[config.mk]
export PLATFORM = sky130hd
export DESIGN_NAME = resv_monitor
export DESIGN_NICKNAME = d
export VERILOG_FILES = /design/src/rtl/resv_pkg.sv /design/src/rtl/resv_align.sv /design/src/rtl/resv_cmp.sv /design/src/rtl/resv_monitor.sv
export SDC_FILE = /design/constraint.sdc
export NUM_CORES = 1
export LEC_CHECK = 0
export BUFFER_PORTS_ARGS = -buffer_cell sky130_fd_sc_hd__buf_2
export CAP_MARGIN = 20
export CORE_MARGIN = 4
export CORE_UTILIZATION = 41
export CTS_CLUSTER_SIZE = 28
export DETAILED_ROUTE_END_ITERATION = 16
export PLACE_DENSITY = 0.86
export SYNTH_ARGS = -nofsm -noshare
export SYNTH_HDL_FRONTEND = slang
export SYNTH_SLANG_ARGS = --single-unit
[constraint.sdc]
create_clock -name clk -period 2.2 [get_ports clk]
set_clock_uncertainty 0.05 [all_clocks]
set_input_delay 0.22 -clock clk [delete_from_list [all_inputs] [get_ports clk]]
set_output_delay 0.22 -clock clk [all_outputs]
set_load 0.02 [all_outputs]
[src/rtl/resv_pkg.sv]
package resv_pkg;
  typedef enum logic [1:0] {
    SC_NONE = 2'd0,
    SC_PASS = 2'd1,
    SC_FAIL = 2'd2,
    SC_AERR = 2'd3
  } sc_outcome_e;
endpackage

[src/rtl/resv_align.sv]
module resv_align #(
  parameter int GL = 3
) (
  input  logic [GL-1:0] low,
  input  logic          dword,
  output logic          misal
);
  function automatic logic is_misaligned(input logic [GL-1:0] lo, input logic dw);
    if (dw) return (lo != '0);
    return (lo[GL-2:0] != '0);
  endfunction

  assign misal = is_misaligned(low, dword);
endmodule

[src/rtl/resv_cmp.sv]
module resv_cmp #(
  parameter int AW = 32,
  parameter int GL = 3
) (
  input  logic [AW-1:0] a,
  input  logic [AW-1:0] b,
  output logic          hit
);
  function automatic logic same_granule(input logic [AW-1:0] x, input logic [AW-1:0] y);
    logic [AW-1:0] diff;
    diff = x ^ y;
    return ((diff >> GL) == '0);
  endfunction

  assign hit = same_granule(a, b);
endmodule

[src/rtl/resv_monitor.sv]
module resv_monitor #(
  parameter int AW = 32,
  parameter int DW = 64
) (
  input  logic          clk,
  input  logic          rst_n,
  input  logic          ll_fire,
  input  logic [AW-1:0] ll_addr,
  input  logic          sc_fire,
  input  logic [AW-1:0] sc_addr,
  input  logic          sc_dword,
  input  logic          snp_valid,
  input  logic [AW-1:0] snp_addr,
  input  logic          eret_fire,
  output logic          sc_done,
  output logic          sc_store_en,
  output logic [DW-1:0] sc_wb,
  output logic          sc_addr_err,
  output logic          resv_live
);
  import resv_pkg::*;

  localparam int GL = $clog2(DW / 8);

  logic          link_q;
  logic [AW-1:0] addr_q;
  sc_outcome_e   outcome_q;
  sc_outcome_e   outcome_d;

  // named internal events
  logic snp_hit;
  logic sc_hit;
  logic sc_misal;
  logic kill_now;
  logic sc_exec;
  logic sc_pass;
  logic link_d;

  resv_cmp #(.AW(AW), .GL(GL)) u_snp_cmp (.a(addr_q), .b(snp_addr), .hit(snp_hit));
  resv_cmp #(.AW(AW), .GL(GL)) u_sc_cmp  (.a(addr_q), .b(sc_addr),  .hit(sc_hit));
  resv_align #(.GL(GL)) u_align (.low(sc_addr[GL-1:0]), .dword(sc_dword), .misal(sc_misal));

  assign kill_now = eret_fire | (snp_valid & snp_hit & link_q);
  assign sc_exec  = sc_fire & ~sc_misal;
  assign sc_pass  = sc_exec & link_q & sc_hit & ~kill_now;

  always_comb begin
    if (!sc_fire)      outcome_d = SC_NONE;
    else if (sc_misal) outcome_d = SC_AERR;
    else if (sc_pass)  outcome_d = SC_PASS;
    else               outcome_d = SC_FAIL;
  end

  always_comb begin
    if (ll_fire)                  link_d = 1'b1;
    else if (sc_exec || kill_now) link_d = 1'b0;
    else                          link_d = link_q;
  end

  always_ff @(posedge clk) begin
    if (!rst_n) begin
      link_q    <= 1'b0;
      addr_q    <= '0;
      outcome_q <= SC_NONE;
    end else begin
      link_q    <= link_d;
      outcome_q <= outcome_d;
      if (ll_fire) addr_q <= ll_addr;
    end
  end

  assign resv_live   = link_q;
  assign sc_done     = (outcome_q != SC_NONE);
  assign sc_store_en = (outcome_q == SC_PASS);
  assign sc_addr_err = (outcome_q == SC_AERR);
  assign sc_wb       = {{(DW-1){1'b0}}, (outcome_q == SC_PASS)};


  ll_sets_link_chk: assert property (@(posedge clk) disable iff (!rst_n)
    ll_fire |=> resv_live);


  eret_drops_link_chk: assert property (@(posedge clk) disable iff (!rst_n)
    (eret_fire && !ll_fire) |=> !resv_live);


  pass_needs_link_chk: assert property (@(posedge clk) disable iff (!rst_n)
    (sc_fire && !resv_live) |=> !sc_store_en);


  sc_clears_link_chk: assert property (@(posedge clk) disable iff (!rst_n)
    (sc_fire && !sc_misal && !ll_fire) |=> !resv_live);


  aerr_no_store_chk: assert property (@(posedge clk) disable iff (!rst_n)
    sc_addr_err |-> (!sc_store_en && sc_wb == '0));


  done_follows_sc_chk: assert property (@(posedge clk) disable iff (!rst_n)
    sc_fire |=> sc_done);


  done_only_after_sc_chk: assert property (@(posedge clk) disable iff (!rst_n)
    !sc_fire |=> !sc_done);
endmodule

==> results of run 1 <==
==> sequential cells by signal, indices dropped and copies added (netlist names) <==
| name | flops |
|---|---|
| addr_q | 29 |
| outcome_q | 2 |
| resv_live | 1 |
==> worst max path at each step <==
stage,cells after the start,to,from
2_1_floorplan,5,outcome_q[1]$_SDFF_PN0_,addr_q[15]$_SDFFE_PN0P_
3_3_place_gp,6,outcome_q[1]$_SDFF_PN0_,sc_dword
3_5_place_dp,6,outcome_q[1]$_SDFF_PN0_,sc_dword
4_1_cts,5,outcome_q[1]$_SDFF_PN0_,addr_q[15]$_SDFFE_PN0P_
5_1_grt,5,outcome_q[1]$_SDFF_PN0_,addr_q[25]$_SDFFE_PN0P_
6_report,5,outcome_q[1]$_SDFF_PN0_,addr_q[15]$_SDFFE_PN0P_
==> worst min-delay path, delay by kind of cell <==
| kind | cells | cell delay [ns] |
|---|---|---|
| buf+inv | 1 | 0.07 |
| mux | 1 | 0.05 |
| simple gates | 1 | 0.09 |
==> area by class of cell <==
cell class                      count  area [sq um]
Timing Repair Buffer              102           513
Clock buffer                        6          82.6
Clock inverter                      2          10.0
Sequential cell                    32           641
Multi-Input combinational cell    211          1430
Fill cell                         515          2750
Tap cell                           72          90.1
==> stage by stage <==
step	total power, W	instances	hold WS [ns]	worst slack (ns)	area, sq um
final	0.00153	425	0.143	0.361	2760
after global placement	0.00106	417	0.424	0.339	2670
after global routing	0.00161	425	0.143	0.261	2760
after detailed placement	0.00107	417	0.435	0.305	2670
after CTS	0.00154	425	0.138	0.349	2760
after floorplan	0.00102	314	0.310	0.495	2570
==> report_power, final <==
group	switching [W]	leakage (nW)	internal, W
clock network	0.000218	0.0510	0.000249
registers	0.0000385	0.265	0.000615
logic	0.000228	1.03	0.000179
total	0.000485	1.34	0.00104
==> layout by cell type, fill, tap and decap left out <==
| cell type | Yosys | routed |
|---|---|---|
| a2111o_1 | 1 | 1 |
| a211oi_2 | 1 | 1 |
| a21boi_0 | 1 | 1 |
| a21oi_1 | 2 | 2 |
| a22o_1 | 1 | 1 |
| and2_1 | 1 | 1 |
| buf_2 | 0 | 101 |
| buf_4 | 64 | 1 |
| clkbuf_8 | 0 | 6 |
| clkinv_2 | 0 | 2 |
| conb_1 | 1 | 63 |
| dfxtp_1 | 32 | 32 |
| mux2i_1 | 29 | 29 |
| nand2_1 | 1 | 1 |
| nand2b_1 | 1 | 1 |
| nand3_1 | 1 | 1 |
| nand4_1 | 12 | 12 |
| nor2b_1 | 31 | 31 |
| nor3_1 | 1 | 1 |
| nor4_1 | 5 | 5 |
| or2_2 | 1 | 1 |
| or4_1 | 1 | 1 |
| xnor2_1 | 43 | 43 |
| xor2_1 | 15 | 15 |
==> kinds of logic (layout without fill, tap and decap cells) <==
kind of cell,count (synthesis),count (layout)
flops,32,32
xor+xnor,58,58
mux,29,29
compound gates,6,6
simple gates,55,55
other cells,1,63
buf+inv,71,110
==> layer usage <==
| metal | global-route usage, % | vias up | share of wire (%) |
|---|---|---|---|
| met2 | 27.6 | 110 | 50 |
| met1 | 16.1 | 829 | 37 |
| met4 | 6.58 | 0 | 1.5 |
| met3 | 5.13 | 10 | 11 |
| met5 | 0 | - | 0 |
| li1 | - | 901 | - |
==> metrics.csv, run 1 <==
metric;value;unit
capturing point of the worst reg2reg path;outcome_q[1]$_SDFF_PN0_;
FF-to-FF Start;addr_q[15]$_SDFFE_PN0P_;
RSZ-0062 raised after global routing;false;
ys flop type;dfxtp_1;
Post-synth ARST share;0;%
vias in the first global route;1842;
DRT Wirelength;5550;microns
flops & latches, synth;32;
clock-pin slew on the worst setup and hold paths;0.07;ns
Clock Latency Late Sink;0.28;ns
Fin Setup TNS;0;ns
leakage;1.35;nW
DRT iter0 DRCs;38;
post-synthesis adder-cell area fraction;0;%
TritonCTS clock tree;done;
post-layout min period;1.84;ns
number of setup violations in the final report;0;
Max stage delay cell, worst path;or4_1;
nets;455;
most frequent cell after synthesis;buf_4;
R2R setup slack;0.36;ns
# rows;27;
EDFF count, synth;0;
vias per cell;4.35;
# port buffers;101;
post_cts resized;0;
CTS root buffer;clkbuf_8;
Critical Path AT;1.97;ns
Worst Path Required;2.33;ns
synth top area cells;dfxtp_1, buf_4, xnor2_1, mux2i_1, nor2b_1;
layout overhead on the synthesized area;18.0;%
fin crit share;83.6;%
Worst Hold Class;primary input to flip-flop;
Final Slew Violations;0;
Crit path buffers/inverters;0;
Util after Layout;50.1;%
number of setup buffers added after CTS;0;
initial antenna violation count;0;
hold_buf cts;0;
Diodes inserted;0;
die area;6980;sq um
Synth Area in Simple Gates;14.5;%
worst-path fanout max;3;
routed via count;1850;
Mapped Area;2340;sq um
routed len/inst;13.1;microns
Hold Vio Cnt, Final;0;
Routed Antenna Nets;0;
Max VDD drop;0.355;mV
total grt overflow;0;
area share of the largest cell type after synthesis;27.4;%
layout cells sized above 1;31.7;%
maximum buffer depth of the clock tree;2;
remaining routing DRC violations;0;
worst-path cell chain;xnor2_1 > nand4_1 > or4_1 > a2111o_1 > nor2b_1;
Total GRT Usage;15.3;%
Rel. slew slack;65.9;%
Unique masters post-synth;23;
Die Wd;83.5;microns
Pwr per Cell Area;553;nW/um^2
Max Cap Violations;0;
Initial DRT Pass Iterations;4;
leading cell types by count after synthesis;buf_4, xnor2_1, dfxtp_1, nor2b_1, mux2i_1;
mux cell area share after synthesis;12.4;%
Ys Warns;0;
DP Wirelength;4700;microns
first-pass GRT wire length;8560;microns
Placer Congestion;0.828;
sequential fraction of the synthesis area;27.4;%
fmax;0.544;GHz
R2R depth;5;
Worst-Margin Slew;0.512;ns
Synth Area in Compound Gates;2.14;%
Hold EP;addr_q[14]$_SDFFE_PN0P_;
outcome;finished clean;
largest family of logic cells by synthesized area;XOR/XNOR gates;
hold path cells;3;
Clock Sinks;32;
XOR/XNOR share of the synthesized area;21.7;%
delay-heaviest family, CP;simple AND/OR/NAND/NOR gates;
CP Capture Type;flip-flop;
number of buffers created by CTS;5;
starting density of the core;42.5;%
HP Start;ll_addr[14];
pin count of the biggest net entering global routing;33;
boundary pin count;171;
kind of critical path;flip-flop to flip-flop;
Post-Syn Area per Cell;9.28;sq um
CP max stage delay;0.53;ns
Die Ht;83.5;microns
Placeable Area;5510;sq um
Synth Instances;252;
Worst setup SP type;flip-flop;
H-tree levels;2;
post-synth top area cell;dfxtp_1;
(Power assumes the default switching activity.)
==> run 2, diff against run 1 <==
--- a/config.mk
+++ b/config.mk
@@ -5,13 +5,14 @@
 export SDC_FILE = /design/constraint.sdc
 export NUM_CORES = 1
 export LEC_CHECK = 0
+export ABC_AREA = 1
 export BUFFER_PORTS_ARGS = -buffer_cell sky130_fd_sc_hd__buf_2
 export CAP_MARGIN = 20
 export CORE_MARGIN = 4
-export CORE_UTILIZATION = 41
+export CORE_UTILIZATION = 39
 export CTS_CLUSTER_SIZE = 28
 export DETAILED_ROUTE_END_ITERATION = 16
-export PLACE_DENSITY = 0.86
+export PLACE_DENSITY = 0.82
 export SYNTH_ARGS = -nofsm -noshare
 export SYNTH_HDL_FRONTEND = slang
 export SYNTH_SLANG_ARGS = --single-unit
==> constraint.sdc (replaced) <==
create_clock -name clk -period 1.52 [get_ports clk]
set_clock_uncertainty 0.05 [all_clocks]
set_input_delay 0.152 -clock clk [delete_from_list [all_inputs] [get_ports clk]]
set_output_delay 0.152 -clock clk [all_outputs]
set_load 0.02 [all_outputs]
==> run 2 against run 1 <==
  * Die area grew 20%
  * Critical path depth grew 5
  * Highest routed layer unchanged
  * Total power up 53%
  * Cell area grew 15%
  * First-iteration DRC count increased by 79%
  * Final cell count increased by 59%
  * Non-clock buffer count up 1
  * Largest power group unchanged
  * Clock-buffer cell count rose by 1
  * Synthesized cell count up 90%
  * Setup slack worse by 0.19 ns
  * Area after synthesis grew 16%
  * Sequential power increased by 45%
==> metrics.csv, run 2 <==
metric;value;unit
Diodes inserted;0;
Worst setup SP type;flip-flop;
Post-synth ARST share;0;%
Final Slew Violations;0;
Fin Setup TNS;0;ns
Worst Path Required;1.70;ns
fin crit share;89.1;%
DRT iter0 DRCs;68;
nets;681;
Die Ht;91.4;microns
Max stage delay cell, worst path;dfxtp_1;
leading cell types by count after synthesis;nand2_1, inv_1, buf_4, o21ai_0, nor2_1;
Post-Syn Area per Cell;5.67;sq um
ys flop type;dfxtp_1;
DP Wirelength;6090;microns
worst-path cell chain;inv_1 > nand2_1 > nand2_1 > nor2_1 > nand3_1 > nor2_1 > nand2_1 > nand3_2 > nand3_1 > inv_1;
layout cells sized above 1;25.8;%
hold_buf cts;0;
# rows;30;
area share of the largest cell type after synthesis;23.6;%
most frequent cells in the layout;nand2_1, buf_2, inv_1;
Clock Latency Late Sink;0.29;ns
switching share of power;34.4;%
combinational power share;29.0;%
Rel. slew slack;65.3;%
RSZ-0062 raised after global routing;false;
routed via count;2842;
Clock Sinks;32;
DRT Wirelength;7190;microns
synth top area cells;dfxtp_1, nand2_1, buf_4, inv_1, o21ai_0;
max FFs per register;29;
total power draw;0.00234;W
Critical Path AT;1.54;ns
Seq pwr share;40.3;%
Pwr per Cell Area;738;nW/um^2
starting density of the core;40.0;%
most frequent CP cell;nand2_1;
initial antenna violation count;0;
Unique masters post-synth;23;
Mapped Area;2720;sq um
delay-heaviest family, CP;simple AND/OR/NAND/NOR gates;
Initial DRT Pass Iterations;4;
first-pass GRT wire length;11200;microns
# port buffers;101;
Ys Warns;0;
TritonCTS clock tree;done;
remaining routing DRC violations;0;
number of setup violations in the final report;0;
commonest non-fill, non-tap cell in the layout;nand2_1;
H-tree levels;2;
dpl ws;0.144;ns
maximum buffer depth of the clock tree;2;
outcome;finished clean;
layout overhead on the synthesized area;17.0;%
pin count of the biggest net entering global routing;33;
kind of critical path;flip-flop to flip-flop;
CP Capture Type;flip-flop;
die area;8360;sq um
Worst Hold Class;primary input to flip-flop;
Largest Register;addr_q;
boundary pin count;171;
Die Wd;91.4;microns
EDFF count, synth;0;
vias per cell;4.22;
Total GRT Usage;16.6;%
post-synth top area cell;dfxtp_1;
Final WS setup;0.166;ns
worst hold margin;0.0359;ns
Synth Instances;479;
CP max stage delay;0.33;ns
Internal Power;0.00154;W
fmax;0.739;GHz
number of buffers created by CTS;5;
Crit path buffers/inverters;2;
Clock power frac;30.7;%
Max Cap Violations;0;
post-layout min period;1.35;ns
total grt overflow;0;
Placer Congestion;0.839;
clock-pin slew on the worst setup and hold paths;0.07;ns
switching pwr;0.000808;W
Routed Antenna Nets;0;
most frequent cell after synthesis;nand2_1;
worst-path fanout max;4;
Max VDD drop;0.384;mV
vias in the first global route;2621;
Worst-Margin Slew;0.521;ns
routed len/inst;10.7;microns
CTS root buffer;clkbuf_8;
leakage;1.92;nW
flops & latches, synth;32;
sequential fraction of the synthesis area;23.6;%
R2R setup slack;0.17;ns
Hold Vio Cnt, Final;0;
Placeable Area;6790;sq um
-- run 2: cell types whose count changed in the layout (fill, tap and decap cells not counted), moves of 12 or more --
| cell | delta |
|---|---|
| xnor2_1 | -41 |
| xor2_1 | -14 |
| a21oi_1 | +26 |
| mux2i_1 | -29 |
| nor2_1 | +36 |
| nand2_1 | +153 |
| nand4_1 | -12 |
| o21ai_0 | +40 |
| nor2b_1 | -31 |
| inv_2 | +21 |
| inv_1 | +68 |
-- run 2: logic make-up after synthesis --
group | share of synthesized area, %
AND/OR/NAND/NOR | 29.6
buffers and inverters | 31.5
AO/OA/AOI/OAI | 14.2
flip-flops | 23.6
XOR/XNOR | 0.968
other | 0.138
-- run 2: cell type report --
cell class / instances / area [sq um]
clock buffer: 7 / 96.3
fill: 727 / 3620
inverter: 90 / 338
multi-input combinational: 346 / 1450
sequential: 32 / 648
tap: 96 / 120
timing repair buffer: 103 / 520
-- run 2: path summary, 6_finish.rpt --
check                            endpoint                     from  cells past startpoint
setup / recovery  outcome_q[1]$_SDFF_PN0_  addr_q[15]$_SDFFE_PN0P_                     10
hold / removal     addr_q[9]$_SDFFE_PN0P_               ll_addr[9]                      3
setup reg to reg  outcome_q[1]$_SDFF_PN0_  addr_q[15]$_SDFFE_PN0P_                     10
hold reg to reg    addr_q[5]$_SDFFE_PN0P_   addr_q[5]$_SDFFE_PN0P_                      2
-- run 2: power groups by stage --
stage	Combinational, W	Clock, W	Sequential, W
3_3_place_gp	0.000662	0	0.000958
4_1_cts	0.000680	0.000741	0.000943
2_1_floorplan	0.000582	0	0.000955
3_5_place_dp	0.000677	0	0.000962
5_1_grt	0.000772	0.000785	0.000955
6_report	0.000680	0.000719	0.000946
-- run 2: tightest hold or removal path, delay by kind of cell --
| kind | cells | cell delay (ns) |
|---|---|---|
| buffers and inverters | 1 | 0.07 |
| AND/OR/NAND/NOR | 2 | 0.11 |
-- run 2: timing repair --
| action | CTS | global route |
|---|---|---|
| setup endpoints to repair | 0 | 1 |
| resized for setup | 0 | 6 |
| setup buffers | 0 | 0 |
-- run 2: per-stage QoR --
stage | cells | cell area [sq um] | utilization (%)
floorplan | 541 | 2950 | -
global placement | 667 | 3070 | 45.2
detailed placement | 667 | 3070 | 45.2
CTS | 674 | 3170 | 46.6
global route | 674 | 3180 | 46.7
finish | 674 | 3180 | 46.7
-- run 2: per-layer routing --
metal / vias to the layer above / wire length [microns] / global-route usage [%]
li1: 1497 / - / -
met2: 117 / 3460 / 29.9
met1: 1214 / 2980 / 19.2
met4: 0 / 152 / 6.53
met5: - / 0 / 0
met3: 14 / 606 / 3.23
==> run 3, diff against run 2 <==
--- a/config.mk
+++ b/config.mk
@@ -9,10 +9,10 @@
 export BUFFER_PORTS_ARGS = -buffer_cell sky130_fd_sc_hd__buf_2
 export CAP_MARGIN = 20
 export CORE_MARGIN = 4
-export CORE_UTILIZATION = 39
+export CORE_UTILIZATION = 44
 export CTS_CLUSTER_SIZE = 28
 export DETAILED_ROUTE_END_ITERATION = 16
-export PLACE_DENSITY = 0.82
+export PLACE_DENSITY = 0.87
 export SYNTH_ARGS = -nofsm -noshare
 export SYNTH_HDL_FRONTEND = slang
 export SYNTH_SLANG_ARGS = --single-unit
==> constraint.sdc (replaced) <==
create_clock -name clk -period 1.31 [get_ports clk]
set_clock_uncertainty 0.05 [all_clocks]
set_input_delay 0.131 -clock clk [delete_from_list [all_inputs] [get_ports clk]]
set_output_delay 0.131 -clock clk [all_outputs]
set_load 0.02 [all_outputs]
==> run 3 against run 2 <==
  * Sequential share of layout area is 0.16 points lower
  * Non-clock buffer count is 6 higher
  * Maximum frequency is 3.6% higher
  * Total power is 27% higher
  * Combinational power is 21% higher
  * Setup slack worse by 0.16 ns
  * Cell area is 3.5% higher
  * Clock-buffer cell count stayed put
  * Register-to-register slack worse by 0.16 ns
  * Die area is 10% lower
  * Via count is 0.56% higher
  * Final cell count is 1.9% lower
  * Critical endpoint unchanged
  * Highest routed layer unchanged
==> metrics.csv, run 3 (synthesis gave the netlist of run 2 again) <==
metric;value;unit
starting density of the core;45.6;%
Max VDD drop;0.591;mV
Placer Congestion;0.790;
vias in the first global route;2659;
Max Cap Violations;0;
remaining routing DRC violations;0;
max FFs per register;29;
routed via count;2858;
Die Wd;86.6;microns
most frequent cells in the layout;nand2_1, buf_2, conb_1;
kind of critical path;flip-flop to flip-flop;
total grt overflow;0;
post-layout min period;1.31;ns
commonest non-fill, non-tap cell in the layout;nand2_1;
Routed Antenna Nets;0;
maximum buffer depth of the clock tree;2;
Clock Sinks;32;
hold path cells;3;
# rows;28;
CTS root buffer;clkbuf_8;
boundary pin count;171;
Hold Vio Cnt, Final;0;
Max stage delay cell, worst path;dfxtp_1;
Fin Setup TNS;0;ns
Die Ht;86.6;microns
TritonCTS clock tree;done;
number of buffers created by CTS;5;
Largest Register;addr_q;
nets;687;
routed len/inst;10.5;microns
RSZ-0062 raised after global routing;true;
DRT Wirelength;6950;microns
fmax;0.765;GHz
worst-path fanout max;4;
Final Slew Violations;0;
initial antenna violation count;0;
worst-path cell chain;inv_1 > nand2_1 > o21ai_0 > nor2_1 > nand2_1 > nor2_1 > nand2_1 > nor2_2 > nand3_2 > nand3_2 > inv_1;
Clock Latency Late Sink;0.28;ns
worst hold margin;0.0343;ns
pin count of the biggest net entering global routing;33;
die area;7490;sq um
Worst Hold Class;primary input to flip-flop;
dpl ws;-0.0928;ns
Critical Path AT;1.45;ns
fin crit share;99.8;%
clock-pin slew on the worst setup and hold paths;0.07;ns
CP Capture Type;flip-flop;
outcome;finished clean;
Total GRT Usage;18.1;%
first-pass GRT wire length;10900;microns
Placeable Area;5960;sq um
# port buffers;101;
CP max stage delay;0.33;ns
H-tree levels;2;
Post-DP Area;3100;sq um
Final WS setup;0.00323;ns
leakage;1.98;nW
layout cells sized above 1;31.1;%
DP Wirelength;5870;microns
Worst Path Required;1.45;ns
final instance area;3290;sq um
R2R setup slack;0.003;ns
Worst setup SP type;flip-flop;
DRT iter0 DRCs;94;
number of setup violations in the final report;0;
Util after Layout;55.2;%
Initial DRT Pass Iterations;5;
Pwr per Cell Area;906;nW/um^2
most frequent CP cell;nand2_1;
vias per cell;4.32;
layout overhead on the synthesized area;21.1;%
R2R depth;11;
number of fillers in the final layout;626;
==> run 3: cell count changes in the layout (fill, tap and decap cells not counted), sizes merged <==
cell	delta
buf	+6
bufinv	+1
diode	+1
==> run 3: critical path, delay by kind of cell (launching register included) <==
family                 cells  cell delay [ns]
and+or+nand+nor            8             0.67
DFF                        1             0.33
buffers and inverters      2             0.11
AOI/OAI and AO/OA          1             0.07
==> run 3: per-stage QoR <==
stage,cells,total power (W)
after floorplan,541,0.00178
after global placement,650,0.00189
after detailed placement,650,0.00192
after CTS,659,0.00299
after global routing,660,0.00319
final,661,0.00298
==> run 3: cell type report <==
| cell class | instances | area (sq um) | share of cell area (%) |
|---|---|---|---|
| Inverter | 90 | 338 | 10.3 |
| Sequential cell | 32 | 666 | 20.3 |
| Antenna cell | 1 | 2.50 | 0.0761 |
| Clock inverter | 1 | 30.0 | 0.914 |
| Clock buffer | 7 | 96.3 | 2.93 |
| Timing Repair Buffer | 109 | 591 | 18.0 |
| Multi-Input combinational cell | 346 | 1470 | 44.7 |
| Tap cell | 75 | 93.8 | 2.85 |
==> run 3: where the power goes <==
part / switching (W) / leakage [nW] / total (W) / internal, W
combinational: 0.000526 / 1.64 / 0.000823 / 0.000298
sequential: 0.0000538 / 0.272 / 0.00110 / 0.00105
clock: 0.000378 / 0.0645 / 0.00105 / 0.000671
total: 0.000958 / 1.98 / 0.00298 / 0.00202
==> run 3: timing repair <==
action,in CTS,in global routing
hold buffers,0,0
pin swaps,12,11
setup buffers,1,1
gates resized for setup,19,16
endpoints found under the setup margin,2,3
endpoints found under the hold margin,0,0
==> run 3: worst paths after layout <==
path / to / start
max: outcome_q[1]$_SDFF_PN0_ / addr_q[12]$_SDFFE_PN0P_
max reg2reg: outcome_q[1]$_SDFF_PN0_ / addr_q[12]$_SDFFE_PN0P_
min: addr_q[9]$_SDFFE_PN0P_ / ll_addr[9]
min reg2reg: addr_q[23]$_SDFFE_PN0P_ / addr_q[23]$_SDFFE_PN0P_
==> run 3: metal layers <==
layer / wire length [microns] / global-route usage (%)
met1: 2770 / 20.3
met2: 3520 / 33.5
met3: 585 / 4.85
met4: 72 / 4.96
met5: 0 / 0
